File: config.mk
export PLATFORM = sky130hd
export DESIGN_NAME = wake_ctrl
export DESIGN_NICKNAME = d
export VERILOG_FILES = /design/src/rtl/wkc_pkg.sv /design/src/rtl/wkc_wake_gate.sv /design/src/rtl/wkc_settle_timer.sv /design/src/rtl/wake_ctrl.sv
export SDC_FILE = /design/constraint.sdc
export NUM_CORES = 1
export LEC_CHECK = 0
export BUFFER_PORTS_ARGS = -buffer_cell sky130_fd_sc_hd__buf_2
export CAP_MARGIN = 20
export CORE_MARGIN = 2
export CORE_UTILIZATION = 45
export CTS_CLUSTER_DIAMETER = 30
export CTS_CLUSTER_SIZE = 40
export DETAILED_ROUTE_END_ITERATION = 16
export PLACE_DENSITY = 0.68
export SLEW_MARGIN = 20
export SYNTH_ARGS = -nofsm -noshare
export SYNTH_HDL_FRONTEND = slang
export SYNTH_SLANG_ARGS = --single-unit
File: constraint.sdc
create_clock -name clk -period 1.21 [get_ports clk]
set_clock_uncertainty 0.15 [all_clocks]
set_input_delay 0.0605 -clock clk [delete_from_list [all_inputs] [get_ports clk]]
set_output_delay 0.0605 -clock clk [all_outputs]
set_load 0.01 [all_outputs]
File: src/rtl/wkc_pkg.sv
package wkc_pkg;
  typedef enum logic [2:0] {
    MD_FAST   = 3'd0,
    MD_MID    = 3'd1,
    MD_SUB    = 3'd2,
    MD_WATCH  = 3'd3,
    MD_SETTLE = 3'd4
  } mode_e;
endpackage

File: src/rtl/wkc_wake_gate.sv
module wkc_wake_gate #(
  parameter int NSRC = 12
) (
  input  logic [NSRC-1:0] req,
  input  logic [NSRC-1:0] en,
  input  logic            mask,
  output logic            wake
);
  logic [NSRC-1:0] qual;

  for (genvar g = 0; g < NSRC; g++) begin : g_src
    assign qual[g] = req[g] & en[g];
  end

  assign wake = (|qual) & ~mask;
endmodule

File: src/rtl/wkc_settle_timer.sv
module wkc_settle_timer #(
  parameter int SETTLE_LOG2 = 13,
  parameter int SEL_W       = 3
) (
  input  logic             clk,
  input  logic             rst_n,
  input  logic             load,
  input  logic [SEL_W-1:0] sel,
  output logic             done
);
  localparam int CW = SETTLE_LOG2 + 6;

  logic [CW-1:0] cnt_q, cnt_d;
  logic          upd;

  function automatic logic [CW-1:0] span_m1(input logic [SEL_W-1:0] s);
    logic [CW-1:0] v;
    case (s)
      SEL_W'(5): v = CW'(2);
      SEL_W'(6): v = CW'(8);
      SEL_W'(7): v = CW'(16);
      default:   v = CW'(1) << (SETTLE_LOG2 + int'(s));
    endcase
    return v - CW'(1);
  endfunction

  always_comb begin
    upd   = load | (cnt_q != '0);
    cnt_d = cnt_q;
    if (load)               cnt_d = span_m1(sel);
    else if (cnt_q != '0)   cnt_d = cnt_q - CW'(1);
  end

  always_ff @(posedge clk or negedge rst_n) begin
    if (!rst_n)   cnt_q <= '0;
    else if (upd) cnt_q <= cnt_d;
  end

  assign done = (cnt_q == '0);

  AST_IDLE_HOLD: assert property (@(posedge clk) disable iff (!rst_n)
    (!load && cnt_q == '0) |=> cnt_q == '0);
  AST_LOAD_NONZERO: assert property (@(posedge clk) disable iff (!rst_n)
    load |=> !done);
endmodule

File: src/rtl/wake_ctrl.sv
module wake_ctrl #(
  parameter int NSRC        = 12,
  parameter int SETTLE_LOG2 = 13
) (
  input  logic            clk,
  input  logic            rst_n,
  input  logic [NSRC-1:0] irq_req,
  input  logic [NSRC-1:0] irq_en,
  input  logic            irq_mask,
  input  logic            sel_sub,
  input  logic            sel_mid,
  input  logic [2:0]      settle_sel,
  input  logic            sleep_req,
  output logic [2:0]      mode,
  output logic            clk_en,
  output logic            exc_start
);
  import wkc_pkg::*;

  logic [1:0] rst_pipe;
  logic       rst_sn;
  mode_e      state_q, state_d;
  logic       tgt_mid_q, tgt_mid_d;
  logic       exc_d;
  logic       wake, settle_load, settle_done, run_now;

  always_ff @(posedge clk or negedge rst_n) begin
    if (!rst_n) rst_pipe <= 2'b00;
    else        rst_pipe <= {rst_pipe[0], 1'b1};
  end
  assign rst_sn = rst_pipe[1];

  wkc_wake_gate #(.NSRC(NSRC)) u_gate (
    .req  (irq_req),
    .en   (irq_en),
    .mask (irq_mask),
    .wake (wake)
  );

  wkc_settle_timer #(.SETTLE_LOG2(SETTLE_LOG2), .SEL_W(3)) u_timer (
    .clk   (clk),
    .rst_n (rst_sn),
    .load  (settle_load),
    .sel   (settle_sel),
    .done  (settle_done)
  );

  always_comb begin
    state_d     = state_q;
    tgt_mid_d   = tgt_mid_q;
    settle_load = 1'b0;
    case (state_q)
      MD_FAST, MD_MID, MD_SUB: begin
        if (sleep_req) state_d = MD_WATCH;
      end
      MD_WATCH: begin
        if (wake) begin
          if (sel_sub) begin
            state_d = MD_SUB;
          end else begin
            state_d     = MD_SETTLE;
            settle_load = 1'b1;
            tgt_mid_d   = sel_mid;
          end
        end
      end
      MD_SETTLE: begin
        if (settle_done) state_d = tgt_mid_q ? MD_MID : MD_FAST;
      end
      default: state_d = MD_FAST;
    endcase
    exc_d = ((state_q == MD_WATCH) && (state_d == MD_SUB)) ||
            ((state_q == MD_SETTLE) && (state_d != MD_SETTLE));
  end

  always_ff @(posedge clk or negedge rst_sn) begin
    if (!rst_sn) begin
      state_q   <= MD_FAST;
      tgt_mid_q <= 1'b0;
      exc_start <= 1'b0;
    end else begin
      state_q   <= state_d;
      tgt_mid_q <= tgt_mid_d;
      exc_start <= exc_d;
    end
  end

  assign run_now = (state_q == MD_FAST) || (state_q == MD_MID) || (state_q == MD_SUB);
  assign mode    = state_q;
  assign clk_en  = run_now;

  AST_EXC_SINGLE: assert property (@(posedge clk) disable iff (!rst_sn)
    exc_start |=> !exc_start);
  AST_MASK_HOLD: assert property (@(posedge clk) disable iff (!rst_sn)
    (state_q == MD_WATCH && irq_mask) |=> state_q == MD_WATCH);
  AST_SUB_PULSE: assert property (@(posedge clk) disable iff (!rst_sn)
    (state_q == MD_SUB && $past(state_q) == MD_WATCH) |-> exc_start);
  AST_SETTLE_EXIT: assert property (@(posedge clk) disable iff (!rst_sn)
    ($past(state_q) == MD_SETTLE && state_q != MD_SETTLE) |->
      ((state_q == MD_FAST || state_q == MD_MID) && exc_start));
endmodule

Word-level counts from Yosys, hierarchy flattened. Index checks and enable logic that the tools add are counted.

Bits in registers: 26. Output and inout port bits: 5. Logic and storage cells: 60.

$add $sub $neg: 3. Equal/unequal tests: 9. Shift operators: 1. Multiplexer cells: 13. Bitwise gates (word level): 16. Reductions and logical operators: 13.

Operators with widths (number): 2-to-1 mux 19 bit (3); one-hot mux 19 bit (3 select lines) (1); subtractor 19 x 1 -> 19 bit, second input constant (2); << shifter 1 x 32 -> 19 bit, first input constant (1); zero test 19 bit (1); nonzero test 19 bit (1); AND 1 bit (13); == test 3 bit, second input constant (4); 2-to-1 mux 3 bit (4); OR reduction 12 bit (1); == test 3 x 2 -> 1 bit, second input constant (3); one-hot mux 3 bit (3 select lines) (1); adder 4 x 3 -> 5 bit, first input constant (1); 2-to-1 mux 1 bit (4); == test 3 x 1 -> 1 bit, second input constant (1); zero test 3 bit (1); logical OR 1 bit (3); inequality test 3 bit, second input constant (1); AND reduction 3 bit (1); OR reduction 3 bit (1); logical AND 1 bit (2); inverter 1 bit (2); AND reduction 2 bit (1); nonzero test 2 bit (1); OR 1 bit (1).

Depth between registers and ports, before layout.
Depth in word-level cells: 8. Depth in mapped cells: 17.

Hierarchy. Synthesis repeated with hierarchy kept, for this count alone.

Cells, all modules: 207. Area total of the unflattened synthesis: 1791.7 um^2.

Modules (own cells, without submodules): wkc_settle_timer (instances 1, cells each 175, area each 1411.4 um^2, seq. area each 475.5 um^2); wake_ctrl (instances 1, cells each 25, area each 302.8 um^2, seq. area each 175.2 um^2); wkc_wake_gate (instances 1, cells each 7, area each 77.6 um^2, seq. area each 0.0 um^2).

Worst setup path before layout. No wires, ideal clock.

Path type: register to register. Start point: register state_q[2], in the netlist mode[2]. End point: register u_timer.cnt_q[12]. Setup time: 0.133 ns. Arrival: 3.194 ns. Data required time: 0.927 ns. Slack: -2.267 ns. Stages on the path, launching flop included: 14. Buffers on the path: 3. Period minus slack after synthesis: 3.477 ns. Cells stage by stage: dfrtp_1 > nand3b_1 > or4_1 > clkbuf_1 > clkbuf_1 > a21oi_1 > ha_1 > or3b_1 > or3_1 > clkbuf_1 > inv_2 > nand2_1 > o311ai_0 > nand2_1.

Word-level cells in the longest chain between the ends: 4. Elaborated cells on any way between the ends: 6. Classes of those cells: 1 x eq/ne; 2 x mux; 1 x bitwise; 2 x reduce/logical.

Ends and longest elaborated chain: start: declaration (RTL line wake_ctrl.sv:22) `mode_e state_q, state_d;`; start signal: assignment (RTL line wake_ctrl.sv:82) `state_q <= state_d;`; == test 3 x 2 -> 1 bit * (RTL line wake_ctrl.sv:52) `case (state_q)`; 2-to-1 mux 1 bit * (RTL line wake_ctrl.sv:52); nonzero test 2 bit (no source line) or OR 1 bit (tied branches); AND reduction 2 bit (no source line); end signal: assignment (RTL line wkc_settle_timer.sv:36) `else if (upd) cnt_q <= cnt_d;`; end: declaration (RTL line wkc_settle_timer.sv:13) `logic [CW-1:0] cnt_q, cnt_d;`.

Every way passes the cells marked *; elsewhere a longest branch is shown, timed or not. A chain may end at the register's enable or synchronous reset.

Final worst setup path.
Start point: register state_q[2], in the netlist mode[2]. End point: register u_timer.cnt_q[16].

The elaborated chain is that of the path after synthesis.

==> flow_summary.yaml <==
finish:
  nets: 377
  regArea_um2: 651
  fill_cells: 239
  multi_input_area_um2: 1420
  insertedDiodeCount: 0
  syn2layout_area_growth_pct: 73.4
  drive_gt1_share_pct: 54.3
synthesis:
  synthCells: 215
  avgSynthCellArea_um2: 8.54
  synth-seq-area-share_pct: 35.4
  yosys.area.top_type: "dfrtp_1"
  synth_top_area_share_pct: 35.4
  synthesis.area_um2: 1840
  yosysMostFrequentCell: "dfrtp_1"
  ys_ff_latch: 26
  syn_nets: 251
  synth_top_cells_by_area: "dfrtp_1, nand2_1, a21oi_1, o21ai_0, nor2_1"
  synth_flop_cell: "dfrtp_1"
  synth_edf_count: 0
  yosys_warnings: 0
  ys_async_sr_fraction_pct: 100
  synthDistinctLibCells: 55
  synthTopCellsByCount: "dfrtp_1, nand2_1, nor2_1"
global_route:
  grt_max_degree: 27
  grt_usage_pct: 28.8
  grt_pass1_wl_mm: 9.79
  grt_use_met2_pct: 50.7
  grt_overflow: 0
  antenna_found_initial: 0
  met3_usage_pct: 4.28
  use_met1_pct: 33.5
  grt-busiest-layer: "met2"
  grt_pass1_vias: 2172
drt:
  initialDrtViolationCount: 186
  num_vias: 2340
  drt-total-wl_mm: 7.42
  vias_per_cell: 6.02
  ant_nets: 0
  wire_per_inst_um: 19.1
  drc_errors: 0
  drt_first_pass_iters: 5
clocking:
  path_clk_slew_ns: 0.09
  clkLatencyLatePin_ns: 0.27
  cts_root_buf: "clkbuf_8"
  cts.path.max_buffers: 2
  cts_buffers: 3
  htreeDepth: 1
  cts_tree: "done"
  numClockSinks: 26
setup_path:
  r2r_end: "u_timer.cnt_q[16]$_DFFE_PN0P_"
  cp_max_fo: 5
  path_class: "reg -> reg"
  cp-start-kind: "flop"
  rr_worst_depth: 11
  rr_startpoint: "mode[2]$_DFF_PN0_"
  arrival_ns: 3.05
  reg2reg_slack_ns: -1.79
  endpoint_kind: "flop"
  worst_ep_required_time_ns: 1.26
timing:
  fin_ws_ns: -1.79
  fin_crit_sh_pct: 248
  fin_tns_setup_ns: -32.77
  worst_pin_slew_ns: 0.608
  clock.fmax_mhz: 334
  min_period_ns: 3.00
  rsz0062_at_grt: "yes"
  holdWs_ns: 0.0628
  final-setup-viol-count: 24
  slew_violations: 0
  relSlewSlack_pct: 58.9
  hold_violations: 0
placed_design:
  gp_congestion: 0.886
  dp_hpwl_mm: 4.19
  port_buffers: 37
worst_hold_path:
  whs_endpoint: "mode[1]$_DFF_PN0_"
  holdPathStages: 4
  hold_start: "sel_sub"
  worst_hold_path_type: "in -> reg"
outcome:
  failed_checks: "negative setup slack"
  status: "finished, violations left"
floorplanning:
  start_util_pct: 46.2
  num_rows: 23
  die-area_um2: 4610
  die_w_um: 67.9
  die_h_um: 67.9
  core_area_um2: 3970
  pin_count: 38
flow_run:
  drv_cap: 0
power:
  cellPowerDensity_nw_per_um2: 1850
  ir_drop_uv: 1170
  power_leakage_nw: 1.43
-- cell usage in the layout (no fill, tap or decap), types with 3 or more instances in the layout --
master,netlist,final
a22o_1,3,3
dfrtp_1,26,26
nor4_2,2,3
xnor2_1,5,4
buf_4,0,75
nand3_1,9,5
dlygate4sd3_1,0,4
clkbuf_8,0,3
nand3_2,0,3
buf_6,0,11
nor2_1,14,11
nor4_4,1,4
nand2_1,21,17
a221oi_1,3,3
nor2b_1,3,3
buf_2,0,37
a21oi_2,0,5
or4_1,6,3
o22ai_1,4,4
a21oi_1,11,6
xor2_1,6,4
o21ai_1,9,10
nor3_1,7,5
or4_4,2,5
o21ai_0,11,8
nor3_2,2,4
inv_1,6,5
-- report_power, final --
group / internal [mW] / leakage (nW) / switching (mW)
logic: 1.97 / 1.08 / 1.98
clock network: 0.223 / 0.0216 / 0.275
registers: 1.22 / 0.326 / 0.228
total: 3.41 / 1.43 / 2.48
-- flip-flops by register name, indices dropped and copies added (netlist names) --
| name | count |
|---|---|
| u_timer.cnt_q | 19 |
| rst_pipe | 2 |
| exc_start | 1 |
| tgt_mid_q | 1 |
| mode | 3 |
-- how the worst max path moves through the flow --
stage / depth (start not counted) / slack, ns / startpoint / end
finish: 11 / -1.79 / mode[2]$_DFF_PN0_ / u_timer.cnt_q[16]$_DFFE_PN0P_
global route: 11 / -1.85 / mode[2]$_DFF_PN0_ / u_timer.cnt_q[14]$_DFFE_PN0P_
CTS: 10 / -1.66 / mode[2]$_DFF_PN0_ / u_timer.cnt_q[8]$_DFFE_PN0P_
detailed placement: 14 / -1.87 / irq_en[9] / u_timer.cnt_q[16]$_DFFE_PN0P_
global placement: 14 / -1.81 / irq_en[9] / u_timer.cnt_q[16]$_DFFE_PN0P_
floorplan: 14 / -2.08 / mode[2]$_DFF_PN0_ / u_timer.cnt_q[14]$_DFFE_PN0P_
-- through the flow --
step | cell area, um2 | setup WS [ns] | utilization (%) | std cells | power [mW]
2_1_floorplan | 1910 | -2.08 | - | 215 | 2.95
3_3_place_gp | 2660 | -1.81 | 67.0 | 368 | 4.33
3_5_place_dp | 2660 | -1.87 | 67.0 | 368 | 4.42
4_1_cts | 3010 | -1.66 | 75.9 | 389 | 5.30
5_1_grt | 3180 | -1.85 | 80.2 | 389 | 6.16
6_report | 3180 | -1.79 | 80.2 | 389 | 5.89
-- kinds of logic after synthesis --
| family | share of synthesized area [%] |
|---|---|
| and+or+nand+nor | 30.9 |
| AOI/OAI and AO/OA | 20.4 |
| DFF | 35.4 |
| buffers and inverters | 3.48 |
| xor gates and xnor gates | 5.25 |
| muxes | 2.25 |
| adders and majority gates | 2.05 |
| other | 0.204 |
-- area by class of cell --
type	count	share of cell area (%)
well taps	50	1.97
multi-input cells	172	44.6
clock buffers	3	1.30
inverters	8	1.02
repair buffers	130	30.7
flip-flops and latches	26	20.4
-- layer usage --
layer	routed length, um	up-vias
met5	0	-
met4	427	0
li1	-	1059
met1	2690	1080
met3	672	43
met2	3630	158
-- worst max-delay path, stage by stage, from the launching register on --
cell and delay (ns):
dfrtp_1 0.38, nand3b_1 0.18, or4_4 0.49, a21oi_2 0.17, ha_2 0.20, or3b_4 0.38, or3_4 0.41, nor4_4 0.19
nand3_1 0.13, o21ai_1 0.12, nand2_1 0.07, o21ai_1 0.07
-- timing repair --
action / in CTS / in global routing
endpoints found under the setup margin: 24 / 25
setup buffers: 16 / 11
resized for setup: 37 / 37
gates cloned: 0 / 1
hold endpoints to repair: 5 / 0
hold buffers: 4 / 0
pin swaps: 9 / 12
(Power assumes the default switching activity.)
